--- src/rtl/spi_hold_gate_pkg.sv ---
package spi_hold_gate_pkg;
  typedef enum logic [1:0] {
    ST_RUN         = 2'd0,
    ST_ENTER_WAIT  = 2'd1,
    ST_PAUSED      = 2'd2,
    ST_RESUME_WAIT = 2'd3
  } hold_state_e;

  localparam int unsigned PIN_CNT = 4;
  localparam int unsigned IDX_CS   = 0;
  localparam int unsigned IDX_SCK  = 1;
  localparam int unsigned IDX_SI   = 2;
  localparam int unsigned IDX_HOLD = 3;
endpackage

--- src/rtl/hg_sync.sv ---
module hg_sync #(
  parameter int unsigned W      = 4,
  parameter int unsigned STAGES = 2,
  parameter logic [W-1:0] RST_VAL = '0
) (
  input  logic         clk,
  input  logic         rst_n,
  input  logic [W-1:0] d,
  output logic [W-1:0] q
);
  logic [W-1:0] stg [STAGES];

  for (genvar i = 0; i < STAGES; i++) begin : g_stage
    if (i == 0) begin : g_first
      always_ff @(posedge clk or negedge rst_n) begin
        if (!rst_n) stg[0] <= RST_VAL;
        else        stg[0] <= d;
      end
    end else begin : g_next
      always_ff @(posedge clk or negedge rst_n) begin
        if (!rst_n) stg[i] <= RST_VAL;
        else        stg[i] <= stg[i-1];
      end
    end
  end

  assign q = stg[STAGES-1];
endmodule

--- src/rtl/hg_edge.sv ---
module hg_edge #(
  parameter int unsigned W = 2,
  parameter logic [W-1:0] RST_VAL = '0
) (
  input  logic         clk,
  input  logic         rst_n,
  input  logic [W-1:0] d,
  output logic [W-1:0] rise,
  output logic [W-1:0] fall
);
  logic [W-1:0] d_q;

  always_ff @(posedge clk or negedge rst_n) begin
    if (!rst_n) d_q <= RST_VAL;
    else        d_q <= d;
  end

  assign rise = d & ~d_q;
  assign fall = ~d & d_q;
endmodule

--- src/rtl/hg_hold_fsm.sv ---
module hg_hold_fsm
  import spi_hold_gate_pkg::*;
(
  input  logic clk,
  input  logic rst_n,
  input  logic sel,
  input  logic sck,
  input  logic hold_n,
  output logic pass,
  output logic paused,
  output logic running
);
  hold_state_e state, nxt;

  always_comb begin
    nxt = state;
    if (!sel) begin
      nxt = ST_RUN;
    end else begin
      unique case (state)
        ST_RUN:         if (!hold_n) nxt = sck ? ST_ENTER_WAIT : ST_PAUSED;
        ST_ENTER_WAIT:  if (hold_n) nxt = ST_RUN;
                        else if (!sck) nxt = ST_PAUSED;
        ST_PAUSED:      if (hold_n) nxt = sck ? ST_RESUME_WAIT : ST_RUN;
        ST_RESUME_WAIT: if (!hold_n) nxt = ST_PAUSED;
                        else if (!sck) nxt = ST_RUN;
        default:        nxt = ST_RUN;
      endcase
    end
  end

  always_ff @(posedge clk or negedge rst_n) begin
    if (!rst_n) state <= ST_RUN;
    else        state <= nxt;
  end

  assign pass    = (state == ST_RUN) || (state == ST_ENTER_WAIT);
  assign paused  = (state == ST_PAUSED) || (state == ST_RESUME_WAIT);
  assign running = (state == ST_RUN);
endmodule

--- src/rtl/spi_hold_gate.sv ---
module spi_hold_gate
  import spi_hold_gate_pkg::*;
#(
  parameter int unsigned SYNC_STAGES = 2
) (
  input  logic clk,
  input  logic rst_n,
  input  logic cs_n_pin,
  input  logic sck_pin,
  input  logic si_pin,
  input  logic hold_n_pin,
  input  logic eng_so,
  input  logic eng_so_en,
  output logic sel,
  output logic sck_rise,
  output logic sck_fall,
  output logic si_bit,
  output logic eng_clear,
  output logic paused,
  output logic so_out,
  output logic so_oe
);
  localparam logic [PIN_CNT-1:0] PIN_IDLE = 4'b1001;

  logic [PIN_CNT-1:0] pins_raw, pins_s;
  logic [1:0] edge_in, edge_r, edge_f;
  logic s_cs_n, s_sck, s_hold_n;
  logic pass, running;

  assign pins_raw[IDX_CS]   = cs_n_pin;
  assign pins_raw[IDX_SCK]  = sck_pin;
  assign pins_raw[IDX_SI]   = si_pin;
  assign pins_raw[IDX_HOLD] = hold_n_pin;

  hg_sync #(.W(PIN_CNT), .STAGES(SYNC_STAGES), .RST_VAL(PIN_IDLE)) i_sync (
    .clk(clk), .rst_n(rst_n), .d(pins_raw), .q(pins_s)
  );

  assign s_cs_n   = pins_s[IDX_CS];
  assign s_sck    = pins_s[IDX_SCK];
  assign s_hold_n = pins_s[IDX_HOLD];
  assign si_bit   = pins_s[IDX_SI];
  assign sel      = ~s_cs_n;

  assign edge_in = {s_cs_n, s_sck};

  hg_edge #(.W(2), .RST_VAL(2'b10)) i_edge (
    .clk(clk), .rst_n(rst_n), .d(edge_in), .rise(edge_r), .fall(edge_f)
  );

  hg_hold_fsm i_fsm (
    .clk(clk), .rst_n(rst_n), .sel(sel), .sck(s_sck), .hold_n(s_hold_n),
    .pass(pass), .paused(paused), .running(running)
  );

  assign sck_rise  = sel & pass & edge_r[0];
  assign sck_fall  = sel & pass & edge_f[0];
  assign eng_clear = edge_r[1];
  assign so_oe     = sel & s_hold_n & running & eng_so_en;
  assign so_out    = so_oe & eng_so;
endmodule

--- config.mk ---
export PLATFORM = sky130hd
export DESIGN_NAME = spi_hold_gate
export DESIGN_NICKNAME = d
export VERILOG_FILES = /design/src/rtl/spi_hold_gate_pkg.sv /design/src/rtl/hg_sync.sv /design/src/rtl/hg_edge.sv /design/src/rtl/hg_hold_fsm.sv /design/src/rtl/spi_hold_gate.sv
export SDC_FILE = /design/constraint.sdc
export NUM_CORES = 1
export LEC_CHECK = 0
export BUFFER_PORTS_ARGS = -buffer_cell sky130_fd_sc_hd__buf_4
export CAP_MARGIN = 10
export CORE_AREA = 10 10 47 49
export DETAILED_ROUTE_END_ITERATION = 7
export DIE_AREA = 0 0 57 59
export SKIP_LAST_GASP = 1
export SYNTH_ARGS = -nofsm -noshare
export SYNTH_HDL_FRONTEND = slang
export SYNTH_SLANG_ARGS = --single-unit
--- constraint.sdc ---
create_clock -name clk -period 0.97 [get_ports clk]
set_input_delay 0.0485 -clock clk [delete_from_list [all_inputs] [get_ports clk]]
set_output_delay 0.0485 -clock clk [all_outputs]
set_load 0.02 [all_outputs]
Word-level counts from Yosys, hierarchy flattened
Cells that the tools add are included.
Widths: inputs -> output; s select.

word-level totals
  register bits = 12
  bits of input ports = 8
  output and inout port bits = 8
  word-level logic and storage cells = 37

operators by class
  equal/unequal tests = 7
  multiplexer cells = 10
  bitwise logic cells = 12
  reduce and logical (&&, ||, !) cells = 4

operators with widths
  kind                number
  $mux 2              9
  $and 1x1->1         8
  $ne 4x4->1 const B  2
  $pmux 2 s4          1
  $ne 3x3->1 const B  2
  $eq 2x2->1 const B  2
  $reduce_and 4->1    1
  $and 2x2->2         1
  $eq 2x1->1 const B  1
  $logic_not 2->1     1
  $logic_or 1x1->1    2
  $not 1->1           2
  $not 2->2           1

Logic depth before layout (Yosys ltp)
  depth after elaboration = 5
  mapped depth = 2
  mapped depth without buffers = 2

Modules after synthesis
From an unflattened synthesis, not the netlist that was laid out.

unflattened totals
  cells, all modules = 33
  area total of the unflattened synthesis = 451.7 um^2

by module, submodules not included
  module         instances  cells an instance  area an instance (um^2)  seq. area each (um^2)
  hg_sync        1          12                 235.2                    205.2
  hg_hold_fsm    1          10                 97.6                     50.0
  hg_edge        1          6                  86.3                     51.3
  spi_hold_gate  1          5                  32.5                     0.0

Worst setup path before layout
Ideal clock, no wire load.

  kind = reg-to-output
  start point = register i_fsm.state[1]
  end point = output sck_fall
  data arrival time = 1.204 ns
  data required time = 0.922 ns
  path slack = -0.282 ns
  stages on the path, launching flop included = 2
  path buffers = 0
  path through = dfrtp_1 -> nor4b_1

between the ends
  word-level cells in the longest chain between the ends = 4
  elaborated cells on any way between the ends = 5
  those cells by class = eq/ne: 1; bitwise: 2; reduce/logical: 2

ends and longest elaborated chain
  what                                                  line                 text
  start, declared                                       hg_hold_fsm.sv:13    hold_state_e state, nxt;
  start signal, assigned                                hg_hold_fsm.sv:34    else state <= nxt;
  $eq 2x1->1 / $logic_not 2->1 (equally long branches)  hg_hold_fsm.sv:37    assign pass = (state == ST_RUN) || (state == ST_ENTER_WAIT);
  $logic_or 1x1->1 (*)                                  hg_hold_fsm.sv:37
  $and 1x1->1 (*) (2 in series)                         spi_hold_gate.sv:57  assign sck_fall = sel & pass & edge_f[0];
  end, declared                                         spi_hold_gate.sv:16  output logic sck_fall,

Every way passes the cells marked *; elsewhere a longest branch is shown, timed or not.

Worst setup path after layout
  start point = register i_sync.stg, in the netlist i_sync.q[3]
  end point = output so_out

between the ends
  word-level cells in the longest chain between the ends = 4

ends and longest elaborated chain
  what                             line                 text
  start, declared                  hg_sync.sv:11        logic [W-1:0] stg [STAGES];
  start signal, assigned by index  hg_sync.sv:22        else stg[i] <= stg[i-1];
  $and 1x1->1 (3 in series)        spi_hold_gate.sv:59  assign so_oe = sel & s_hold_n & running & eng_so_en;
  $and 1x1->1                      spi_hold_gate.sv:60  assign so_out = so_oe & eng_so;
  end, declared                    spi_hold_gate.sv:20  output logic so_out,

Every way passes these cells.

==> impl_results.md <==
- # fillers: 131
- Final Max Slew Viols: 0
- Longest Clk Path Bufs: 2
- IO buf count: 15
- Die width: 57 microns
- Critical Path AT: 1.33 ns
- Max H-tree Level: 1
- Setup ws final: -0.406 ns
- CP Class: reg -> out
- Total GRT Usage: 6.34%
- Failing checks: setup timing
- Worst setup path startpoint: i_sync.q[3]$_DFF_PN1_
- CP Data Required Time: 0.92 ns
- Cells after Synth: 26
- Synth cell count leaders: dfrtp_1, dfstp_2, nor2_1
- Area leader, netlist: dfrtp_1
- Ys flop type: dfrtp_1
- Root Driver: clkbuf_4
- Mapped Area: 394 sq um
- CTS tree: built
- Initial Utilization: 28.1%
- Clk Latency, worst-skew pair: 0.26 ns
- Post-synthesis sequential area ratio: 77.8%
- Post-synth EDFFs: 0
- Crit Path Max Fanout: 2
- Largest net degree at the start of global routing: 13
- Top cells by area, synth: dfrtp_1, dfstp_2, nor4b_2
- Clock-pin transition on the worst setup and hold timing paths: 0.07 ns
- Die area: 3360 sq um
- First-pass GRT wire length: 1640 microns
- Worst min path class: in -> async
- Placer Congestion: 0.616
- Final period util: 142%
- # Max-Cap Violations: 0
- Async S/R FF share, synth: 100%
- Dpl hpwl: 653 microns
- Max VDD drop: 695 uV
- FF-to-FF End: i_fsm.state[0]$_DFFE_PN0P_
- Ant diodes: 0
- Share of the synthesized area in the top cell type: 44.4%
- Placed cell areas: 577 sq um
- Worst Max-Slew Pin Slew: 0.266 ns
- Vias: 294
- Top-count cell post-synth: dfrtp_1
- Utilization after layout: 51.7%
- Ys Warns: 0
- F_max: 727 MHz
- Grt ovf: 0
- Status: finished, violations left
- Reg-to-reg slack, setup: -0.03 ns
- Final hold violations: 0
- Cell Pwr Density: 1410 nW/um^2
- Flops & latches, synth: 12
- CTS Sinks: 12
- Critical Path Start Type: flop
- Initial antenna violation count: 0
- Vias per Instance: 4.20
- DR WL/cell: 13.1 microns
- Fin Setup TNS: -1.92 ns
- Boundary Pins: 16
- Crit end category: output pin
- Area delta synth->final: 83.8%
- Drt drc: 0
- Mean post-synth cell area: 15.2 sq um
- Post-Route WL: 916 microns
- Final instance area: 724 sq um
- Drt initial violations: 0
- Post-synthesis cell type count: 15
- Routed Antenna Nets: 0
- Clock Skew: 0.00382 ns
- Worst slew margin: 82.3%
- Die Span Y: 59 microns
- TritonCTS buffer count: 3
- Net count after synthesis: 34
- RSZ-0062 raised after global routing: yes
- Vias in the first global route: 365
- Period minus WS final: 1.38 ns
- Leak Pwr: 0.335 nW
- Nets@finish: 63
- Worst r2r src: i_fsm.state[1]$_DFFE_PN0P_
- FF-to-FF path depth: 4
- Drt pass-1 iters: 1
- Core area: 1400 sq um
- Ratio of cells with drive above 1 in the final layout: 72.2%
- Final count of negative-setup-slack endpoints: 8
- Worst setup endpoint: so_out
- Row Count: 14
==> layout by cell type, fill, tap and decap left out <==
master,Yosys,layout
buf_4,0,14
dfrtp_1,7,7
buf_6,0,6
dlygate4sd3_1,0,5
dfstp_2,5,5
clkbuf_4,0,3
nor4b_4,0,2
inv_4,0,1
and2_2,1,1
and3_4,0,1
nor2_4,0,1
nand2b_4,0,1
nor3_2,0,1
nand2_1,1,1
or2_4,0,1
a21oi_2,0,1
xor2_2,0,1
nor2_1,2,1
clkbuf_1,1,1
==> cells by family after synthesis <==
family / Yosys count / synth area share (%)
and+or+nand+nor: 10 / 16.8
AOI/OAI and AO/OA: 1 / 1.27
DFF: 12 / 77.8
buffers and inverters: 2 / 1.90
xor gates and xnor gates: 1 / 2.22
==> worst max-delay path, stage by stage, from the launching register on <==
cell     delay [ns]
dfstp_2        0.54
nor4b_4        0.21
and3_4         0.21
buf_6          0.11
==> repair_timing <==
| item | CTS | global route |
|---|---|---|
| endpoints found under the hold margin | 16 | 0 |
| cloned | 0 | 0 |
| buffers inserted | 1 | 0 |
| resized for setup | 13 | 1 |
| endpoints found under the setup margin | 8 | 9 |
| hold buffers | 5 | 0 |
| pin swaps | 3 | 1 |
==> state kept, by name (all words and copies together), names as in the netlist <==
name,count
i_sync.q,4
i_sync.stg,4
i_edge.d_q,2
i_fsm.state,2
==> how the worst min path moves through the flow <==
stage	from	endpoint	slack, ns
after floorplan	rst_n	i_edge.d_q[0]$_DFF_PN0_	-0.25
after global placement	rst_n	i_sync.stg[6]$_DFF_PN0_	-0.11
after detailed placement	rst_n	i_sync.stg[6]$_DFF_PN0_	-0.11
after CTS	rst_n	i_sync.stg[5]$_DFF_PN0_	0.13
after global routing	rst_n	i_sync.q[2]$_DFF_PN0_	0.15
final	rst_n	i_edge.d_q[0]$_DFF_PN0_	0.15
==> power breakdown <==
group          total [mW]  internal [mW]  switching (mW)
Combinational       0.162         0.0958          0.0664
Sequential          0.556          0.535          0.0210
Clock               0.305          0.159           0.146
==> metrics by stage <==
stage	instances	setup WS (ns)	power [mW]	hold WS, ns
after global routing	70	-0.489	1.10	0.149
after global placement	60	-0.111	0.672	-0.113
final	70	-0.406	1.02	0.146
after CTS	70	-0.416	1.05	0.129
after floorplan	26	-0.0376	0.604	-0.247
after detailed placement	60	-0.166	0.679	-0.110
==> area by class of cell <==
cell class / instances / area, sq um / share of cell area, %
flip-flops and latches: 12 / 307 / 42.3
inverters: 1 / 6.26 / 0.864
well taps: 16 / 20.0 / 2.76
clock buffers: 4 / 26.3 / 3.63
multi-input cells: 12 / 143 / 19.7
repair buffers: 25 / 223 / 30.7
==> layer usage <==
| layer | share of wire [%] | GRT usage (%) | wire (microns) |
|---|---|---|---|
| met1 | 32 | 5.77 | 294 |
| met2 | 58 | 10.5 | 529 |
| met3 | 10 | 3.22 | 93 |
| met4 | 0 | 5.03 | 0 |
| met5 | 0 | 0 | 0 |
Note: power is estimated with default switching activity, not from simulation.
